<file path="src/rtl/ea_pkg.sv">
package ea_pkg;
  localparam int BYTE_W    = 8;
  localparam int WORD_W    = 16;
  localparam int ADDR_W    = 24;
  localparam int MODE_W    = 5;
  localparam int PTR_MAX   = ADDR_W / BYTE_W;
  localparam int PTR_IDX_W = $clog2(PTR_MAX);

  typedef logic [BYTE_W-1:0] byte_t;
  typedef logic [WORD_W-1:0] word_t;
  typedef logic [ADDR_W-1:0] addr_t;
  typedef logic [PTR_IDX_W-1:0] plen_t;

  typedef enum logic [MODE_W-1:0] {
    M_NONE       = 5'd0,
    M_DIR        = 5'd1,
    M_DIR_X      = 5'd2,
    M_DIR_Y      = 5'd3,
    M_DIR_IND    = 5'd4,
    M_DIR_X_IND  = 5'd5,
    M_DIR_IND_Y  = 5'd6,
    M_DIR_LIND   = 5'd7,
    M_DIR_LIND_Y = 5'd8,
    M_ABS        = 5'd9,
    M_ABS_X      = 5'd10,
    M_ABS_Y      = 5'd11,
    M_PB_ABS     = 5'd12,
    M_PB_IND     = 5'd13,
    M_PB_X_IND   = 5'd14,
    M_LONG       = 5'd15,
    M_LONG_IND   = 5'd16,
    M_LONG_X     = 5'd17,
    M_STK        = 5'd18,
    M_STK_IND_Y  = 5'd19,
    M_REL8       = 5'd20,
    M_REL16      = 5'd21
  } mode_e;

  typedef struct packed {
    addr_t opnd;
    addr_t pc;
    word_t d;
    word_t x;
    word_t y;
    word_t s;
    byte_t db;
  } ctx_t;

  // 16-bit sum of a base, an index and an 8-bit offset, wrapped in the word
  function automatic word_t wrap16(word_t base, word_t idx, byte_t off);
    return base + idx + word_t'(off);
  endfunction

  function automatic addr_t join_bank(byte_t bank, word_t w);
    return {bank, w};
  endfunction

  // 24-bit add of an unsigned word, carry free to reach the bank byte
  function automatic addr_t carry_add(addr_t base, word_t idx);
    return base + addr_t'(idx);
  endfunction

  function automatic addr_t sext_word(word_t w);
    return {{(ADDR_W-WORD_W){w[WORD_W-1]}}, w};
  endfunction

  function automatic word_t sext_byte(byte_t b);
    return {{(WORD_W-BYTE_W){b[BYTE_W-1]}}, b};
  endfunction

  // Branch target: step within the program bank, then signed 24-bit add
  function automatic addr_t branch_target(addr_t pc, word_t step, word_t disp);
    word_t nxt;
    nxt = pc[WORD_W-1:0] + step;
    return {pc[ADDR_W-1:WORD_W], nxt} + sext_word(disp);
  endfunction

  // Number of pointer bytes a mode reads (0 = pure arithmetic)
  function automatic plen_t ptr_len(logic [MODE_W-1:0] m);
    case (m)
      M_DIR_IND, M_DIR_X_IND, M_DIR_IND_Y, M_STK_IND_Y: return plen_t'(2);
      M_DIR_LIND, M_DIR_LIND_Y:                        return plen_t'(3);
      default:                                         return plen_t'(0);
    endcase
  endfunction

  // Address of the first pointer byte
  function automatic addr_t ptr_base(logic [MODE_W-1:0] m, ctx_t c);
    word_t w;
    case (m)
      M_DIR_X_IND: w = wrap16(c.d, c.x, c.opnd[BYTE_W-1:0]);
      M_STK_IND_Y: w = wrap16(c.s, '0, c.opnd[BYTE_W-1:0]);
      default:     w = wrap16(c.d, '0, c.opnd[BYTE_W-1:0]);
    endcase
    return join_bank('0, w);
  endfunction

  // Result of the modes that need no memory read
  function automatic addr_t arith_ea(logic [MODE_W-1:0] m, ctx_t c);
    byte_t pbank;
    byte_t o8;
    word_t o16;
    pbank = c.pc[ADDR_W-1:WORD_W];
    o8    = c.opnd[BYTE_W-1:0];
    o16   = c.opnd[WORD_W-1:0];
    case (m)
      M_DIR:      return join_bank('0, wrap16(c.d, '0, o8));
      M_DIR_X:    return join_bank('0, wrap16(c.d, c.x, o8));
      M_DIR_Y:    return join_bank('0, wrap16(c.d, c.y, o8));
      M_ABS:      return join_bank(c.db, o16);
      M_ABS_X:    return carry_add(join_bank(c.db, o16), c.x);
      M_ABS_Y:    return carry_add(join_bank(c.db, o16), c.y);
      M_PB_ABS,
      M_PB_IND:   return join_bank(pbank, o16);
      M_PB_X_IND: return join_bank(pbank, o16 + c.x);
      M_LONG,
      M_LONG_IND: return c.opnd;
      M_LONG_X:   return carry_add(c.opnd, c.x);
      M_STK:      return join_bank('0, wrap16(c.s, '0, o8));
      M_REL8:     return branch_target(c.pc, word_t'(2), sext_byte(o8));
      M_REL16:    return branch_target(c.pc, word_t'(3), o16);
      default:    return '0;
    endcase
  endfunction

  // Result of the modes that read a pointer
  function automatic addr_t fetch_ea(logic [MODE_W-1:0] m, ctx_t c, addr_t p);
    case (m)
      M_DIR_IND, M_DIR_X_IND:   return join_bank(c.db, p[WORD_W-1:0]);
      M_DIR_IND_Y, M_STK_IND_Y: return carry_add(join_bank(c.db, p[WORD_W-1:0]), c.y);
      M_DIR_LIND:               return p;
      M_DIR_LIND_Y:             return carry_add(p, c.y);
      default:                  return '0;
    endcase
  endfunction
endpackage

</file>
<file path="src/rtl/ea_mode_class.sv">
module ea_mode_class
  import ea_pkg::*;
(
  input  logic [MODE_W-1:0] mode,
  input  ctx_t              ctx,
  output logic              needs_fetch,
  output plen_t             len,
  output addr_t             base,
  output addr_t             quick_ea
);
  always_comb begin
    len         = ptr_len(mode);
    needs_fetch = (len != '0);
    base        = ptr_base(mode, ctx);
    quick_ea    = arith_ea(mode, ctx);
  end
endmodule

</file>
<file path="src/rtl/ea_ptr_fetch.sv">
module ea_ptr_fetch
  import ea_pkg::*;
(
  input  logic  clk,
  input  logic  rst_n,
  input  logic  launch,
  input  addr_t base,
  input  plen_t len,
  output logic  busy,
  output logic  mem_req,
  output addr_t mem_addr,
  input  logic  mem_rvalid,
  input  byte_t mem_rdata,
  output logic  beat,
  output logic  last,
  output addr_t ptr
);
  logic  busy_q;
  plen_t idx_q;
  plen_t len_q;
  addr_t base_q;
  byte_t byte_q [PTR_MAX];
  byte_t lane   [PTR_MAX];

  assign busy     = busy_q;
  assign mem_req  = busy_q;
  assign mem_addr = base_q + addr_t'(idx_q);
  assign beat     = busy_q && mem_rvalid;
  assign last     = beat && (plen_t'(idx_q + 1'b1) == len_q);

  // Each lane forwards the arriving byte so the pointer is whole on the last beat
  for (genvar i = 0; i < PTR_MAX; i++) begin : g_lane
    assign lane[i] = (beat && idx_q == plen_t'(i)) ? mem_rdata : byte_q[i];
  end

  always_comb begin
    ptr = '0;
    for (int i = 0; i < PTR_MAX; i++) begin
      ptr[i*BYTE_W +: BYTE_W] = lane[i];
    end
  end

  always_ff @(posedge clk or negedge rst_n) begin
    if (!rst_n) begin
      busy_q <= 1'b0;
      idx_q  <= '0;
      len_q  <= '0;
      base_q <= '0;
      for (int i = 0; i < PTR_MAX; i++) byte_q[i] <= '0;
    end else if (launch) begin
      busy_q <= 1'b1;
      idx_q  <= '0;
      len_q  <= len;
      base_q <= base;
      for (int i = 0; i < PTR_MAX; i++) byte_q[i] <= '0;
    end else if (beat) begin
      byte_q[idx_q] <= mem_rdata;
      if (last) busy_q <= 1'b0;
      else      idx_q  <= idx_q + 1'b1;
    end
  end
endmodule

</file>
<file path="src/rtl/ea_finish.sv">
module ea_finish
  import ea_pkg::*;
(
  input  logic [MODE_W-1:0] mode,
  input  ctx_t              ctx,
  input  addr_t             ptr,
  output addr_t             final_ea
);
  always_comb final_ea = fetch_ea(mode, ctx, ptr);
endmodule

</file>
<file path="src/rtl/oper_ea_unit.sv">
module oper_ea_unit
  import ea_pkg::*;
(
  input  logic              clk,
  input  logic              rst_n,
  input  logic              start,
  input  logic [MODE_W-1:0] mode,
  input  logic [ADDR_W-1:0] operand,
  input  logic [ADDR_W-1:0] pc,
  input  logic [WORD_W-1:0] reg_d,
  input  logic [WORD_W-1:0] reg_x,
  input  logic [WORD_W-1:0] reg_y,
  input  logic [WORD_W-1:0] reg_s,
  input  logic [BYTE_W-1:0] reg_db,
  output logic              mem_req,
  output logic [ADDR_W-1:0] mem_addr,
  input  logic              mem_rvalid,
  input  logic [BYTE_W-1:0] mem_rdata,
  output logic              done,
  output logic [ADDR_W-1:0] ea
);
  ctx_t              ctx_in;
  ctx_t              ctx_q;
  logic [MODE_W-1:0] mode_q;
  logic              fetch_busy;
  logic              accept;
  logic              need_fetch;
  plen_t             len;
  addr_t             base;
  addr_t             quick_ea;
  logic              launch;
  logic              fetch_beat;
  logic              fetch_last;
  addr_t             ptr_full;
  addr_t             slow_ea;
  addr_t             ea_q;
  logic              done_q;

  assign ctx_in = '{opnd: operand, pc: pc, d: reg_d, x: reg_x,
                    y: reg_y, s: reg_s, db: reg_db};
  assign accept = start && !fetch_busy;
  assign launch = accept && need_fetch;

  ea_mode_class u_class (
    .mode        (mode),
    .ctx         (ctx_in),
    .needs_fetch (need_fetch),
    .len         (len),
    .base        (base),
    .quick_ea    (quick_ea)
  );

  ea_ptr_fetch u_fetch (
    .clk        (clk),
    .rst_n      (rst_n),
    .launch     (launch),
    .base       (base),
    .len        (len),
    .busy       (fetch_busy),
    .mem_req    (mem_req),
    .mem_addr   (mem_addr),
    .mem_rvalid (mem_rvalid),
    .mem_rdata  (mem_rdata),
    .beat       (fetch_beat),
    .last       (fetch_last),
    .ptr        (ptr_full)
  );

  ea_finish u_finish (
    .mode     (mode_q),
    .ctx      (ctx_q),
    .ptr      (ptr_full),
    .final_ea (slow_ea)
  );

  always_ff @(posedge clk or negedge rst_n) begin
    if (!rst_n) begin
      mode_q <= '0;
      ctx_q  <= '0;
      ea_q   <= '0;
      done_q <= 1'b0;
    end else begin
      done_q <= 1'b0;
      if (accept) begin
        mode_q <= mode;
        ctx_q  <= ctx_in;
        if (!need_fetch) begin
          ea_q   <= quick_ea;
          done_q <= 1'b1;
        end
      end
      if (fetch_last) begin
        ea_q   <= slow_ea;
        done_q <= 1'b1;
      end
    end
  end

  assign done = done_q;
  assign ea   = ea_q;
endmodule

</file>
<file path="config.mk">
export PLATFORM = sky130hd
export DESIGN_NAME = oper_ea_unit
export DESIGN_NICKNAME = d
export VERILOG_FILES = /design/src/rtl/ea_pkg.sv /design/src/rtl/ea_mode_class.sv /design/src/rtl/ea_ptr_fetch.sv /design/src/rtl/ea_finish.sv /design/src/rtl/oper_ea_unit.sv
export SDC_FILE = /design/constraint.sdc
export NUM_CORES = 1
export LEC_CHECK = 0
export BUFFER_PORTS_ARGS = -buffer_cell sky130_fd_sc_hd__clkbuf_2
export CELL_PAD_IN_SITES_DETAIL_PLACEMENT = 0
export CELL_PAD_IN_SITES_GLOBAL_PLACEMENT = 1
export CORE_MARGIN = 1.5
export CORE_UTILIZATION = 41
export CTS_BUF_LIST = sky130_fd_sc_hd__clkbuf_4 sky130_fd_sc_hd__clkbuf_8
export CTS_CLUSTER_SIZE = 8
export DETAILED_ROUTE_END_ITERATION = 10
export PLACE_DENSITY = 0.71
export SYNTH_ARGS = -nofsm -noshare
export SYNTH_HDL_FRONTEND = slang
export SYNTH_HIERARCHICAL = 1
export SYNTH_SLANG_ARGS = --single-unit
</file>
<file path="constraint.sdc">
create_clock -name clk -period 10.85 [get_ports clk]
set_input_delay 1.085 -clock clk [delete_from_list [all_inputs] [get_ports clk]]
set_output_delay 1.085 -clock clk [all_outputs]
set_load 0.02 [all_outputs]
</file>
==> impl_metrics.py <==
metrics = {
    "setup_path": {
        "worst_setup_path_start_kind": "input port",
        "cp_cell_instances": "clkbuf_2, inv_1, ha_1, a21oi_1, nand2b_1, nor2_1, xor2_1, ha_1, a21o_1, a221o_1, a21oi_1, nor2_1, a21oi_1, mux2_2, a2111oi_0, o21ai_0, mux2_2, mux2_4",
        "max_stage_delay_ns": 0.74,
        "timing.critical_path.to_type": "flop",
        "top_family_by_delay_on_critical_path": "compound AO/OA/AOI/OAI gates",
        "most_common_cell_on_crit_path": "sky130_fd_sc_hd__a21oi_1",
        "timing.critical_path.fanout_max": 6,
        "path_class": "input port to flop",
        "worst_ep_arrival_time_ns": 5.59,
        "worstSetupStartpoint": "pc[1]",
        "regToRegStartpoint": "u_fetch/idx_q[0]$_DFFE_PN0P_",
        "cp_data_required_time_ns": 11.16,
        "crit_path_top_delay_cell": "sky130_fd_sc_hd__a2111oi_0",
        "worst-path-buf-inv": 2,
    },
    "die": {
        "design.core.area_mm2": 0.0376,
        "ios": 187,
        "design.die.area_mm2": 0.0392,
        "vertical_die_dimension_um": 198,
        "placement_rows": 71,
        "initial_utilization": 0.415,
        "die_width_um": 198,
    },
    "timing": {
        "tightest_slew_ns": 1.09,
        "report.final.hold_viol_count": 0,
        "drv_slew": 0,
        "hold_slack_ns": 0.518,
        "timing.slew.headroom": 0.264,
        "unrepaired_setup_endpoints_after_global_routing": "false",
        "finalWorstSetupSlack_ns": 5.56,
        "final_min_period_over_clock_period": 0.487,
        "fmaxAchievable_ghz": 0.189,
        "clock_skew_ns": 0.0178,
        "final.setup.tns_ns": 0,
        "finalWorstPathRequiredPeriod_ns": 5.29,
        "setup_violations": 0,
    },
    "clocking": {
        "cts-buffers-inserted": 9,
        "cts_hold_buf": 0,
        "clk_pin_slew_worst_paths_ns": 0.11,
        "cts-resized-gates": 0,
        "clkLatencyLatePin_ns": 0.41,
        "tritoncts": "yes",
        "cts-root-buf": "sky130_fd_sc_hd__clkbuf_8",
        "cts.sink_count": 107,
        "post_cts_buffers": 0,
        "cts_max_path_buffers": 2,
        "h_tree_depth": 3,
    },
    "routing": {
        "post_drt_via_cell_ratio": 5.99,
        "antenna_violating_nets_post_route": 0,
        "totalWireLength_mm": 56.8,
        "drt_iter0_drc": 1010,
        "vias": 15000,
        "routed_wire_length_per_instance_um": 22.7,
        "remaining_drc_errors": 0,
        "drt_pre_antenna_iters": 5,
    },
    "yosys": {
        "synth.cell_area_mm2": 0.0156,
        "synth.yosys.warnings": 6,
        "syn-instance-count": 1823,
        "syn_avg_cell_area_um2": 8.56,
    },
    "finish": {
        "finalInstanceArea_mm2": 0.0172,
        "final_layout_size_suffix_gt1_frac": 0.192,
        "finish.net_count": 2308,
        "mostFrequentLayoutCells": "185 x sky130_fd_sc_hd__clkbuf_2, 163 x sky130_fd_sc_hd__ha_1, 134 x sky130_fd_sc_hd__nor2_1",
        "syn_to_final_growth_pct": 10.0,
        "antenna_cells": 0,
        "mostFrequentLayoutCell": "sky130_fd_sc_hd__clkbuf_2",
    },
    "global_route": {
        "global_route.overflow_total": 0,
        "grtUsageTotal": 0.289,
        "grt_pass1_vias": 14500,
        "wire_length_of_the_first_global_routing_pass_mm": 85.6,
        "grt_max_degree": 64,
        "antenna_found_initial": 1,
    },
    "placed_design": {
        "port-buffer-count": 186,
        "globalplace.congestion": 0.955,
        "postPlaceCellArea_mm2": 0.0170,
        "post_dp_hpwl_mm": 47.3,
        "pre_cts_ws_ns": 5.17,
    },
    "worst_hold_path": {
        "timing.hold.worst.start": "ea[3]$_DFFE_PN0P_",
        "min_delay_path_class": "flop to flop",
    },
    "power_and_ir_drop": {
        "cellPowerDensity_mw_per_mm2": 180,
        "power.leakage_nw": 7.57,
        "power.total_mw": 3.09,
        "max_ir_drop_vdd_mv": 0.0830,
    },
    "outcome": {
        "run_status": "completed",
    },
    "job": {
        "drv_cap": 0,
    },
}
==> sequential cells by signal, summed over array words and instances, names as in the netlist <==
| register | flops |
|---|---|
| u_fetch/byte_q | 24 |
| u_fetch/len_q | 2 |
| u_fetch/busy | 1 |
| done | 1 |
| ea | 24 |
| ctx_q | 24 |
| mode_q | 5 |
| u_fetch/idx_q | 2 |
| u_fetch/base_q | 24 |
==> per-stage QoR <==
stage | utilization | cells
3_3_place_gp | 0.452 | 2482
2_1_floorplan | - | 1830
4_1_cts | 0.457 | 2498
5_1_grt | 0.457 | 2498
3_5_place_dp | 0.452 | 2482
6_report | 0.457 | 2498
==> power breakdown <==
part           leakage (nW)  total [mW]  internal, mW  switching (mW)
clock network        0.0961       0.241        0.0876           0.153
logic                  6.15        2.09         0.901            1.19
registers              1.32       0.759         0.587           0.172
==> layout make-up <==
class / count / area, um2
flip-flops and latches: 107 / 2680
clock buffers: 9 / 124
inverters: 45 / 169
well taps: 511 / 639
repair buffers: 201 / 1050
multi-input cells: 1618 / 12400
clock inverters: 7 / 60.1
fillers: 3832 / 20400
==> metal layers <==
layer	wire, um	vias up	track usage
met5	0	-	0
met3	2980	64	0.0240
met1	26700	7268	0.405
met4	1320	0	0.0837
met2	25700	484	0.474
li1	-	7150	-
==> worst paths after layout <==
kind | to | cells after the start | slack, ns
worst max-delay path | ea[22]$_DFFE_PN0P_ | 18 | 5.56
max in group asynchronous | ea[17]$_DFFE_PN0P_ | 2 | 8.96
worst max register to register | ea[14]$_DFFE_PN0P_ | 15 | 6.57
worst min register to register | ea[3]$_DFFE_PN0P_ | 1 | 0.52
min in group asynchronous | u_fetch/base_q[18]$_DFFE_PN0P_ | 1 | 0.67
worst min-delay path | ea[3]$_DFFE_PN0P_ | 1 | 0.52
Note: power is estimated with default switching activity, not from simulation.
